--- src/rtl/bps_pkg.sv ---
package bps_pkg;
  typedef enum logic [3:0] {
    ST_OFF    = 4'd0,
    ST_RST1   = 4'd1,
    ST_GAP    = 4'd2,
    ST_RST2   = 4'd3,
    ST_BOOT   = 4'd4,
    ST_IDLE   = 4'd5,
    ST_WAIT   = 4'd6,
    ST_SETTLE = 4'd7,
    ST_GRANT  = 4'd8,
    ST_PDN    = 4'd9
  } bps_state_e;
endpackage

--- src/rtl/bps_timer.sv ---
module bps_timer #(
  parameter int unsigned CW      = 8,
  parameter int unsigned MAX_CYC = 100
) (
  input  logic          clk_i,
  input  logic          rst_ni,
  input  logic          load_i,
  input  logic [CW-1:0] len_i,
  output logic          expired_o
);
  logic [CW-1:0] cnt_q;

  always_ff @(posedge clk_i or negedge rst_ni) begin
    if (!rst_ni)               cnt_q <= '0;
    else if (load_i)           cnt_q <= len_i - CW'(1);
    else if (cnt_q != '0)      cnt_q <= cnt_q - CW'(1);
  end

  assign expired_o = (cnt_q == '0);

  AST_TMR_RANGE: assert property (@(posedge clk_i) disable iff (!rst_ni)
    cnt_q < CW'(MAX_CYC));
endmodule

--- src/rtl/bps_hpd_poll.sv ---
module bps_hpd_poll #(
  parameter int unsigned POLL_CYC = 20,
  parameter int unsigned TMO_CYC  = 200,
  localparam int unsigned PW = $clog2(POLL_CYC + 1),
  localparam int unsigned TW = $clog2(TMO_CYC + 1)
) (
  input  logic clk_i,
  input  logic rst_ni,
  input  logic active_i,
  input  logic hpd_i,
  output logic hit_o,
  output logic expire_o
);
  logic [PW-1:0] poll_q;
  logic [TW-1:0] win_q;

  always_ff @(posedge clk_i or negedge rst_ni) begin
    if (!rst_ni) begin
      poll_q <= '0;
      win_q  <= '0;
    end else if (!active_i) begin
      poll_q <= '0;
      win_q  <= '0;
    end else begin
      poll_q <= (poll_q == PW'(POLL_CYC - 1)) ? '0 : poll_q + PW'(1);
      if (win_q != TW'(TMO_CYC - 1)) win_q <= win_q + TW'(1);
    end
  end

  assign hit_o    = active_i && (poll_q == '0) && hpd_i;
  assign expire_o = active_i && (win_q == TW'(TMO_CYC - 1)) && !hit_o;

  AST_WIN_RANGE: assert property (@(posedge clk_i) disable iff (!rst_ni)
    win_q < TW'(TMO_CYC));
  AST_WIN_CLEARS: assert property (@(posedge clk_i) disable iff (!rst_ni)
    !active_i |=> (win_q == '0));
endmodule

--- src/rtl/bridge_pwr_seq.sv ---
module bridge_pwr_seq
  import bps_pkg::*;
#(
  parameter int unsigned CYC_PER_MS = 100000,
  parameter int unsigned RST1_MS    = 2,
  parameter int unsigned GAP_MS     = 50,
  parameter int unsigned RST2_MS    = 50,
  parameter int unsigned BOOT_MS    = 200,
  parameter int unsigned POLL_MS    = 20,
  parameter int unsigned TMO_MS     = 200,
  parameter int unsigned SETTLE_MS  = 50
) (
  input  logic clk_i,
  input  logic rst_ni,
  input  logic pwr_on_i,
  input  logic pwr_off_i,
  input  logic hpd_i,
  input  logic req_i,
  input  logic done_i,
  output logic pd_o,
  output logic rst_o,
  output logic ready_o,
  output logic gnt_o,
  output logic tmo_o
);
  localparam int unsigned T_RST1   = RST1_MS * CYC_PER_MS;
  localparam int unsigned T_GAP    = GAP_MS * CYC_PER_MS;
  localparam int unsigned T_RST2   = RST2_MS * CYC_PER_MS;
  localparam int unsigned T_BOOT   = BOOT_MS * CYC_PER_MS;
  localparam int unsigned T_POLL   = POLL_MS * CYC_PER_MS;
  localparam int unsigned T_TMO    = TMO_MS * CYC_PER_MS;
  localparam int unsigned T_SETTLE = SETTLE_MS * CYC_PER_MS;
  localparam int unsigned T_MAX_A  = (T_RST1 > T_GAP) ? T_RST1 : T_GAP;
  localparam int unsigned T_MAX_B  = (T_RST2 > T_BOOT) ? T_RST2 : T_BOOT;
  localparam int unsigned T_MAX_C  = (T_MAX_A > T_MAX_B) ? T_MAX_A : T_MAX_B;
  localparam int unsigned T_MAX    = (T_MAX_C > T_SETTLE) ? T_MAX_C : T_SETTLE;
  localparam int unsigned CW       = $clog2(T_MAX + 1);

  bps_state_e    state_q, state_d;
  logic          armed_q, pend_q, tmo_q;
  logic          tmr_load, tmr_exp;
  logic [CW-1:0] tmr_len;
  logic          poll_hit, poll_exp;
  logic          go_off;

  assign go_off = pwr_off_i | pend_q;

  always_comb begin
    state_d = state_q;
    unique case (state_q)
      ST_OFF:    if (!pwr_off_i && pwr_on_i) state_d = ST_RST1;
      ST_RST1:   if (go_off) state_d = ST_PDN; else if (tmr_exp) state_d = ST_GAP;
      ST_GAP:    if (go_off) state_d = ST_PDN; else if (tmr_exp) state_d = ST_RST2;
      ST_RST2:   if (go_off) state_d = ST_PDN; else if (tmr_exp) state_d = ST_BOOT;
      ST_BOOT:   if (go_off) state_d = ST_PDN; else if (tmr_exp) state_d = ST_IDLE;
      ST_IDLE:   if (go_off) state_d = ST_PDN; else if (req_i) state_d = ST_WAIT;
      ST_WAIT: begin
        if (poll_hit)      state_d = armed_q ? ST_SETTLE : ST_GRANT;
        else if (poll_exp) state_d = ST_IDLE;
      end
      ST_SETTLE: if (tmr_exp) state_d = ST_GRANT;
      ST_GRANT:  if (done_i) state_d = ST_IDLE;
      ST_PDN:    state_d = ST_OFF;
      default:   state_d = ST_OFF;
    endcase
  end

  always_comb begin
    unique case (state_d)
      ST_RST1:   tmr_len = CW'(T_RST1);
      ST_GAP:    tmr_len = CW'(T_GAP);
      ST_RST2:   tmr_len = CW'(T_RST2);
      ST_BOOT:   tmr_len = CW'(T_BOOT);
      ST_SETTLE: tmr_len = CW'(T_SETTLE);
      default:   tmr_len = CW'(1);
    endcase
  end

  assign tmr_load = (state_d != state_q);

  bps_timer #(.CW(CW), .MAX_CYC(T_MAX)) u_timer (
    .clk_i     (clk_i),
    .rst_ni    (rst_ni),
    .load_i    (tmr_load),
    .len_i     (tmr_len),
    .expired_o (tmr_exp)
  );

  bps_hpd_poll #(.POLL_CYC(T_POLL), .TMO_CYC(T_TMO)) u_poll (
    .clk_i    (clk_i),
    .rst_ni   (rst_ni),
    .active_i (state_q == ST_WAIT),
    .hpd_i    (hpd_i),
    .hit_o    (poll_hit),
    .expire_o (poll_exp)
  );

  always_ff @(posedge clk_i or negedge rst_ni) begin
    if (!rst_ni) begin
      state_q <= ST_OFF;
      armed_q <= 1'b0;
      pend_q  <= 1'b0;
      tmo_q   <= 1'b0;
    end else begin
      state_q <= state_d;
      tmo_q   <= (state_q == ST_WAIT) && poll_exp;
      // one-shot settle: armed by each power-on, spent by first hit
      if (state_q == ST_OFF && state_d == ST_RST1)         armed_q <= 1'b1;
      else if (state_q == ST_WAIT && state_d == ST_SETTLE) armed_q <= 1'b0;
      if (state_q == ST_OFF || state_d == ST_PDN)          pend_q <= 1'b0;
      else if (pwr_off_i)                                  pend_q <= 1'b1;
    end
  end

  assign pd_o    = (state_q == ST_OFF);
  assign rst_o   = (state_q == ST_OFF) || (state_q == ST_RST1) ||
                   (state_q == ST_RST2) || (state_q == ST_PDN);
  assign ready_o = (state_q == ST_IDLE);
  assign gnt_o   = (state_q == ST_GRANT);
  assign tmo_o   = tmo_q;

  AST_PD_WITH_RST: assert property (@(posedge clk_i) disable iff (!rst_ni)
    pd_o |-> rst_o);
  AST_PD_AFTER_RST: assert property (@(posedge clk_i) disable iff (!rst_ni)
    $rose(pd_o) |-> $past(rst_o));
  AST_READY_CLEAN: assert property (@(posedge clk_i) disable iff (!rst_ni)
    ready_o |-> (!rst_o && !pd_o));
  AST_TMO_PULSE: assert property (@(posedge clk_i) disable iff (!rst_ni)
    tmo_o |=> !tmo_o);
  AST_GNT_HOLD: assert property (@(posedge clk_i) disable iff (!rst_ni)
    (gnt_o && !done_i) |=> gnt_o);
  AST_OFF_WAITS: assert property (@(posedge clk_i) disable iff (!rst_ni)
    (gnt_o && !done_i) |=> !pd_o);
  AST_ON_IGNORED: assert property (@(posedge clk_i) disable iff (!rst_ni)
    (ready_o && pwr_on_i && !pwr_off_i && !req_i) |=> ready_o);
endmodule

--- config.mk ---
export PLATFORM = sky130hd
export DESIGN_NAME = bridge_pwr_seq
export DESIGN_NICKNAME = d
export VERILOG_FILES = /design/src/rtl/bps_pkg.sv /design/src/rtl/bps_timer.sv /design/src/rtl/bps_hpd_poll.sv /design/src/rtl/bridge_pwr_seq.sv
export SDC_FILE = /design/constraint.sdc
export NUM_CORES = 1
export LEC_CHECK = 0
export ABC_AREA = 1
export ABC_CLOCK_PERIOD_IN_PS = 3300
export BUFFER_PORTS_ARGS = -buffer_cell sky130_fd_sc_hd__clkbuf_2
export CORE_ASPECT_RATIO = 1.4
export CORE_MARGIN = 4
export CORE_UTILIZATION = 40
export DETAILED_ROUTE_END_ITERATION = 10
export GPL_TIMING_DRIVEN = 0
export PLACE_DENSITY = 0.62
export SETUP_SLACK_MARGIN = 0.2
export SYNTH_ARGS = -nofsm -noshare
export SYNTH_HDL_FRONTEND = slang
export SYNTH_SLANG_ARGS = --single-unit
export TNS_END_PERCENT = 1
--- constraint.sdc ---
create_clock -name clk_i -period 3.3 [get_ports clk_i]
set_input_delay 0.66 -clock clk_i [delete_from_list [all_inputs] [get_ports clk_i]]
set_output_delay 0.66 -clock clk_i [all_outputs]
set_load 0.02 [all_outputs]
Word level (Yosys, flattened, before mapping)
Index checks and enable logic that the tools add are counted.
Storage, ports and cells
  flip-flop bits (word level): 78
  latch bits: 0
  memory bits (writable): 0
  memory bits (read-only): 0
  input port bits: 7
  output and inout bits: 5
  logic and storage cells: 82
  memories kept: 0
Cells by class
  add/sub/neg operators: 4
  multipliers: 0
  div/mod/pow operators: 0
  $lt $le $gt $ge: 0
  eq/ne operators: 20
  shift-type cells: 0
  multiplexer cells: 28
  bitwise operators: 1
  reductions and logical operators: 22
Operators by type and width (number)
  $mux 25: 4
  $pmux 25 s3: 1
  $mux 4: 16
  $sub 25x1->25 const B: 2
  $mux 21: 2
  $pmux 4 s9: 1
  $add 25x1->25 const B: 1
  $eq 25x25->1 const B: 1
  $logic_not 25->1: 1
  $ne 25x25->1 const B: 1
  $reduce_bool 25->1: 1
  $eq 4x3->1 const B: 6
  $add 21x1->21 const B: 1
  $eq 21x21->1 const B: 1
  $logic_not 21->1: 1
  $eq 4x2->1 const B: 4
  $eq 4x4->1 const B: 3
  $eq 4x1->1 const B: 2
  $logic_and 1x1->1: 8
  $reduce_bool 2->1: 3
  $logic_not 4->1: 1
  $logic_or 1x1->1: 4
  $mux 1: 4
  $ne 4x4->1: 1
  other kinds (4): 5

Logic depth before layout (Yosys ltp)
  depth in word-level cells: 13
  depth in mapped cells: 27
  mapped depth without buffers: 26

Cells and area by module
A second synthesis with hierarchy kept.
Second synthesis, totals
  cells, all modules: 939
  area total of the unflattened synthesis: 5899.4 um^2
By module, submodules not included
  bps_hpd_poll: times used 1, cells an instance 427, area an instance 2852.7 um^2, seq. area each 1151.1 um^2
  bps_timer: times used 1, cells an instance 364, area an instance 2239.6 um^2, seq. area each 625.6 um^2
  bridge_pwr_seq: times used 1, cells an instance 148, area an instance 807.0 um^2, seq. area each 175.2 um^2

Worst setup path before layout
No wires, ideal clock.
  path kind: input to register
  from: input pwr_off_i
  to: register u_timer.cnt_q[14]
  setup time: 0.121 ns
  data arrival time: 2.816 ns
  data required time: 3.179 ns
  path slack: 0.363 ns
  cell stages on the path: 20
  path buffers: 0
  cells stage by stage: nor2_2 > o21ai_0 > nand2_1 > nand3_2 > inv_2 > nand2_2 > nor2_4 > nand3_4 > nand2_2 > nand2_2 > nor2_4 > nand2_2 > nand2_1 > ha_1 > nand2_1 > nor2_2 > nand2_1 > nor2_1 > xor2_1 > nor2_1
Between the ends
  word-level cells in the longest chain between the ends: 9
  elaborated cells on any way between the ends: 21
  those cells by class: add/sub: 1; eq/ne: 6; mux: 9; bitwise: 1; reduce/logical: 4
Ends and longest elaborated chain
  from (decl): RTL line bridge_pwr_seq.sv:16  | input logic pwr_off_i,
  $logic_not 1->1: RTL line bridge_pwr_seq.sv:51  | ST_OFF: if (!pwr_off_i && pwr_on_i) state_d = ST_RST1;
  $logic_and 1x1->1: RTL line bridge_pwr_seq.sv:51
  $mux 4: RTL line bridge_pwr_seq.sv:51
  $pmux 4 s9 (*): RTL line bridge_pwr_seq.sv:50  | unique case (state_q)
  net state_d[0]: RTL line bridge_pwr_seq.sv:39  | bps_state_e state_q, state_d;
  $eq 4x3->1 / $eq 4x2->1 (equally long branches): RTL line bridge_pwr_seq.sv:69  | unique case (state_d)
  $reduce_or 3->1 (no line)
  $pmux 25 s3: RTL line bridge_pwr_seq.sv:69
  $sub 25x1->25: RTL line bps_timer.sv:15  | else if (load_i) cnt_q <= len_i - CW'(1);
  $mux 25: RTL line bps_timer.sv:15
  to (signal assigned): RTL line bps_timer.sv:15
  to (signal assigned): RTL line bps_timer.sv:16  | else if (cnt_q != '0) cnt_q <= cnt_q - CW'(1);
  to (decl): RTL line bps_timer.sv:11  | logic [CW-1:0] cnt_q;
The timed path passes the listed nets; every way through them passes the cells marked *.
A chain may end at the register's enable or synchronous reset.

Worst setup path in the final report
  from: register state_q[0]
  to: register u_timer.cnt_q[12]
Between the ends
  word-level cells in the longest chain between the ends: 13
  elaborated cells on any way between the ends: 41
  those cells by class: add/sub: 1; eq/ne: 14; mux: 18; reduce/logical: 8
Ends and longest elaborated chain
  from (decl): RTL line bridge_pwr_seq.sv:39
  from (signal assigned): RTL line bridge_pwr_seq.sv:105  | state_q <= state_d;
  $eq 4x3->1: RTL line bridge_pwr_seq.sv:50, bridge_pwr_seq.sv:92
  $logic_and 1x1->1 (2 in series): RTL line bps_hpd_poll.sv:30  | assign hit_o = active_i && (poll_q == '0) && hpd_i;
  $logic_not 1->1: RTL line bps_hpd_poll.sv:31  | assign expire_o = active_i && (win_q == TW'(TMO_CYC - 1)) && !hit_o;
  $logic_and 1x1->1: RTL line bps_hpd_poll.sv:31
  $mux 4: RTL line bridge_pwr_seq.sv:59  | else if (poll_exp) state_d = ST_IDLE;
  $mux 4: RTL line bridge_pwr_seq.sv:58  | if (poll_hit) state_d = armed_q ? ST_SETTLE : ST_GRANT;
  $pmux 4 s9: RTL line bridge_pwr_seq.sv:50
  $eq 4x3->1 / $eq 4x2->1 (equally long branches): RTL line bridge_pwr_seq.sv:69
  $reduce_or 3->1 (no line)
  $pmux 25 s3: RTL line bridge_pwr_seq.sv:69
  $sub 25x1->25: RTL line bps_timer.sv:15
  $mux 25: RTL line bps_timer.sv:15
Parallel ways exist; a longest one is shown, timed or not.

==> impl_results.md <==
* Outcome: complete, no violations
* DRC Markers at 0
* Placed cell count at 914
* RSZ-0062 raised after global routing: true
* First-pass GRT wire length at between 20,000 and 25,000 um
* Flops & latches, synth at ~80
* Clock Latency Late Sink at 0.34 ns
* Vias per inst at 5.288
* Crit path launch type: flop
* Arrival @ worst endpoint at approximately 3.2 ns
* Max layer used: met4
* Hold slack at 0.3047 ns
* Mapped cell area at 0.005154 mm^2
* Fin area at 0.006087 mm^2
* Final Critical Period at 2.984 ns
* Leak at 0.002945 uW
* Max-cap violation count at 0
* Die area at 0.01479 mm^2
* Final antenna-violating net count at 0
* Root Buffer: clkbuf_16
* Final non-filler cell total at 946
* Mapped Cells at 752
* Share of the synthesized area in the top cell type at 37.87%
* Sink Count at between 70 and 80
* Reg clk slew, reported paths at ~0.06 ns
* Die Wd at 103.9 um
* H-tree depth at 3
* Final Hold Viols at 0
* Final core utilization at 48.73%
* Setup slack, reg-to-reg at 0.32 ns
* Vias in the first global route at 4,944
* Post-synth net total at 763
* Max FO, Critical Path at 8
* DR pass1 iterations at 5
* Initial antenna violation count at 0
* Worst VDD drop at between 0.4 and 0.5 mV
* Power per Cell Area at about 1000 mW/mm^2
* FF+latch area at a little under 0.002 mm^2
* CTS buffer count at 9
* Final Cycle Share at approximately 90%
* Final Skew at around 0.011 ns
* Post-synth top area cell: dfrtp_1
* Port Buffers at 11
* Dominant synthesized flop cell: dfrtp_1
* Register area share after synthesis at 37.87%
* Max Slew Vio Count at 0
* Vias post-DR at 5,002
* Clk buf depth at 2
* Aggregate global routing overflow at 0
* Min-delay worst type: in2async
* WL/cell at between 10 and 15 um
* Post-DP HPWL at 10,260 um
* Share of layout cells above drive strength 1 at between 20% and 30%
* Synthesis-to-layout area growth at 18.11%
* Max_slew headroom at 39.68%
* Starting Density at 41.26%
* Top cells by area, synth: dfrtp_1 38%, nand2_1 12%, nor2_1 9.2%
* Yosys Warn Count at 0
* Hold_buf cts at 0
* Pin count of the biggest net entering global routing at 47
* # rows at 48
* Worst-Margin Slew at around 0.9 ns
* GRT Total Usage at 18.86%
* Filler cells at 1,246
* WP data required at 3.52 ns
* Ports at 12
* Crit Path Class: reg2reg
* Metal3 WL at 436 um
* 1st-iter DRT viols at 317
* Core box area at 0.01249 mm^2
* Ant diodes at 0
* CTS tree: done
* Fmax at 335.1 MHz
* Die H at 142.3 um
* EDFF count, synth at 0
* NumNets Final at 802
* Mean post-synth cell area at 6.853 um^2
* CP endpoint kind: flop
* # setup viols final at 0
* Met1 Wirelength at 5859 um
* DRT Wirelength at 13,680 um
* Placed cell areas at 0.005426 mm^2
* Post-synth cell types at 46
* Routed length on met2 at 7053 um
* Placer Congestion at 0.9538
* Multi-input gate area at 0.002924 mm^2
* Async SR Flop Fraction at 100.0%
-- worst paths after layout --
kind | start | to | cells after the start
max | state_q[0] | u_timer.cnt_q[12] | 18
min | rst_ni | u_poll.win_q[11] | 1
max reg2reg | state_q[0] | u_timer.cnt_q[12] | 18
min reg2reg | u_poll.poll_q[0] | u_poll.poll_q[0] | 1
max in group asynchronous | rst_ni | state_q[1] | 2
min in group clk_i | u_poll.poll_q[0] | u_poll.poll_q[0] | 1
-- critical path, stage by stage, from the launching register on --
cell and delay [ns]:
dfrtp_1 0.36, buf_4 0.17, inv_4 0.10, nand2_2 0.11, nor2_4 0.18, nand4_1 0.16
nor2_4 0.18, nor2_2 0.07, nor2_1 0.17, nor2_4 0.07, nand3_1 0.12, nand2_1 0.07
nand2_1 0.10, o21ai_1 0.17, nor2_2 0.25, nand2_2 0.11, nor2_2 0.19, nand2_1 0.12
xor2_1 0.15
-- flip-flops by register name (all words and copies together) (netlist names) --
name / flops
armed_q: 1
u_poll.poll_q: 21
state_q: 4
u_poll.win_q: 25
tmo_o: 1
pend_q: 1
u_timer.cnt_q: 25
-- report_power, final --
group	internal (uW)	switching [uW]
Combinational	1330	2440
Clock	592	418
Sequential	1100	92.6
-- cells in the final DEF (no fill, tap or decap), types with 4 or more instances in the layout --
cell / n
clkbuf_1: 5
o21ai_0: 25
buf_4: 16
nor2_2: 34
nand2_2: 28
dfrtp_1: 76
nor4_1: 4
o21ai_1: 6
nand4_1: 13
inv_1: 101
xor2_1: 8
nor2_4: 12
nand2_4: 5
clkbuf_16: 10
clkbuf_2: 10
nand2_1: 146
nand3_2: 7
a21oi_1: 38
nor3_1: 26
inv_2: 15
nand3_1: 50
nor2_1: 105
-- area by class of cell --
type / instances / share of cell area [%]
Clock buffer: 10 / 3.762
Multi-Input combinational cell: 548 / 48.04
Inverter: 117 / 7.256
Timing Repair Buffer: 28 / 3.659
Tap cell: 150 / 3.083
Clock inverter: 6 / 1.131
Buffer: 9 / 0.9661
Sequential cell: 78 / 32.11
-- stage by stage --
stage                     TNS [ns]  power [uW]  setup WS, ns
final                            0        5975        0.3157
after global routing             0        6461        0.1306
after CTS                        0        5519        0.2202
after detailed placement    -1.806        4277       -0.3320
after global placement      -1.338        4235       -0.2649
after floorplan                  0        3571        0.3630
-- kinds of logic after synthesis --
logic type / Yosys count / share of synthesized area, %
adders and majority gates: 4 / 0.9711
buffers and inverters: 126 / 9.638
AOI/OAI and AO/OA: 87 / 9.469
xor gates and xnor gates: 10 / 1.700
DFF: 78 / 37.87
and+or+nand+nor: 447 / 40.35
-- repair_timing --
action	in CTS	in global routing
gates resized for setup	19	45
gates cloned	0	1
pin swaps	6	18
setup endpoints to repair	8	19
setup buffers	5	10
-- Yosys cell counts, types with 2 or more instances --
cell type and instances:
o21ai_0 25, nor2_4 5, o31ai_1 2, ha_1 4, nor3_1 26, nor3_2 3, nand3_4 2, nand4_1 13
clkbuf_1 4, nand3_1 55, nand3_2 3, dfrtp_1 78, nor4_1 4, nor3b_1 3, a31oi_1 3, buf_2 2
o21ai_1 7, nand3b_1 2, a21oi_1 38, nand2_2 19, xnor2_1 2, nand2_1 159, inv_2 13, buf_6 2
nor2_2 19, xor2_1 8, nor2_1 127, a211oi_1 3, inv_1 103, nand4_2 2
-- routing by layer --
metal	GRT usage, %	vias up
met5	0	-
met4	7.913	0
met3	3.132	32
met2	34.46	117
met1	21.87	2363
li1	-	2490
(Power assumes the default switching activity.)
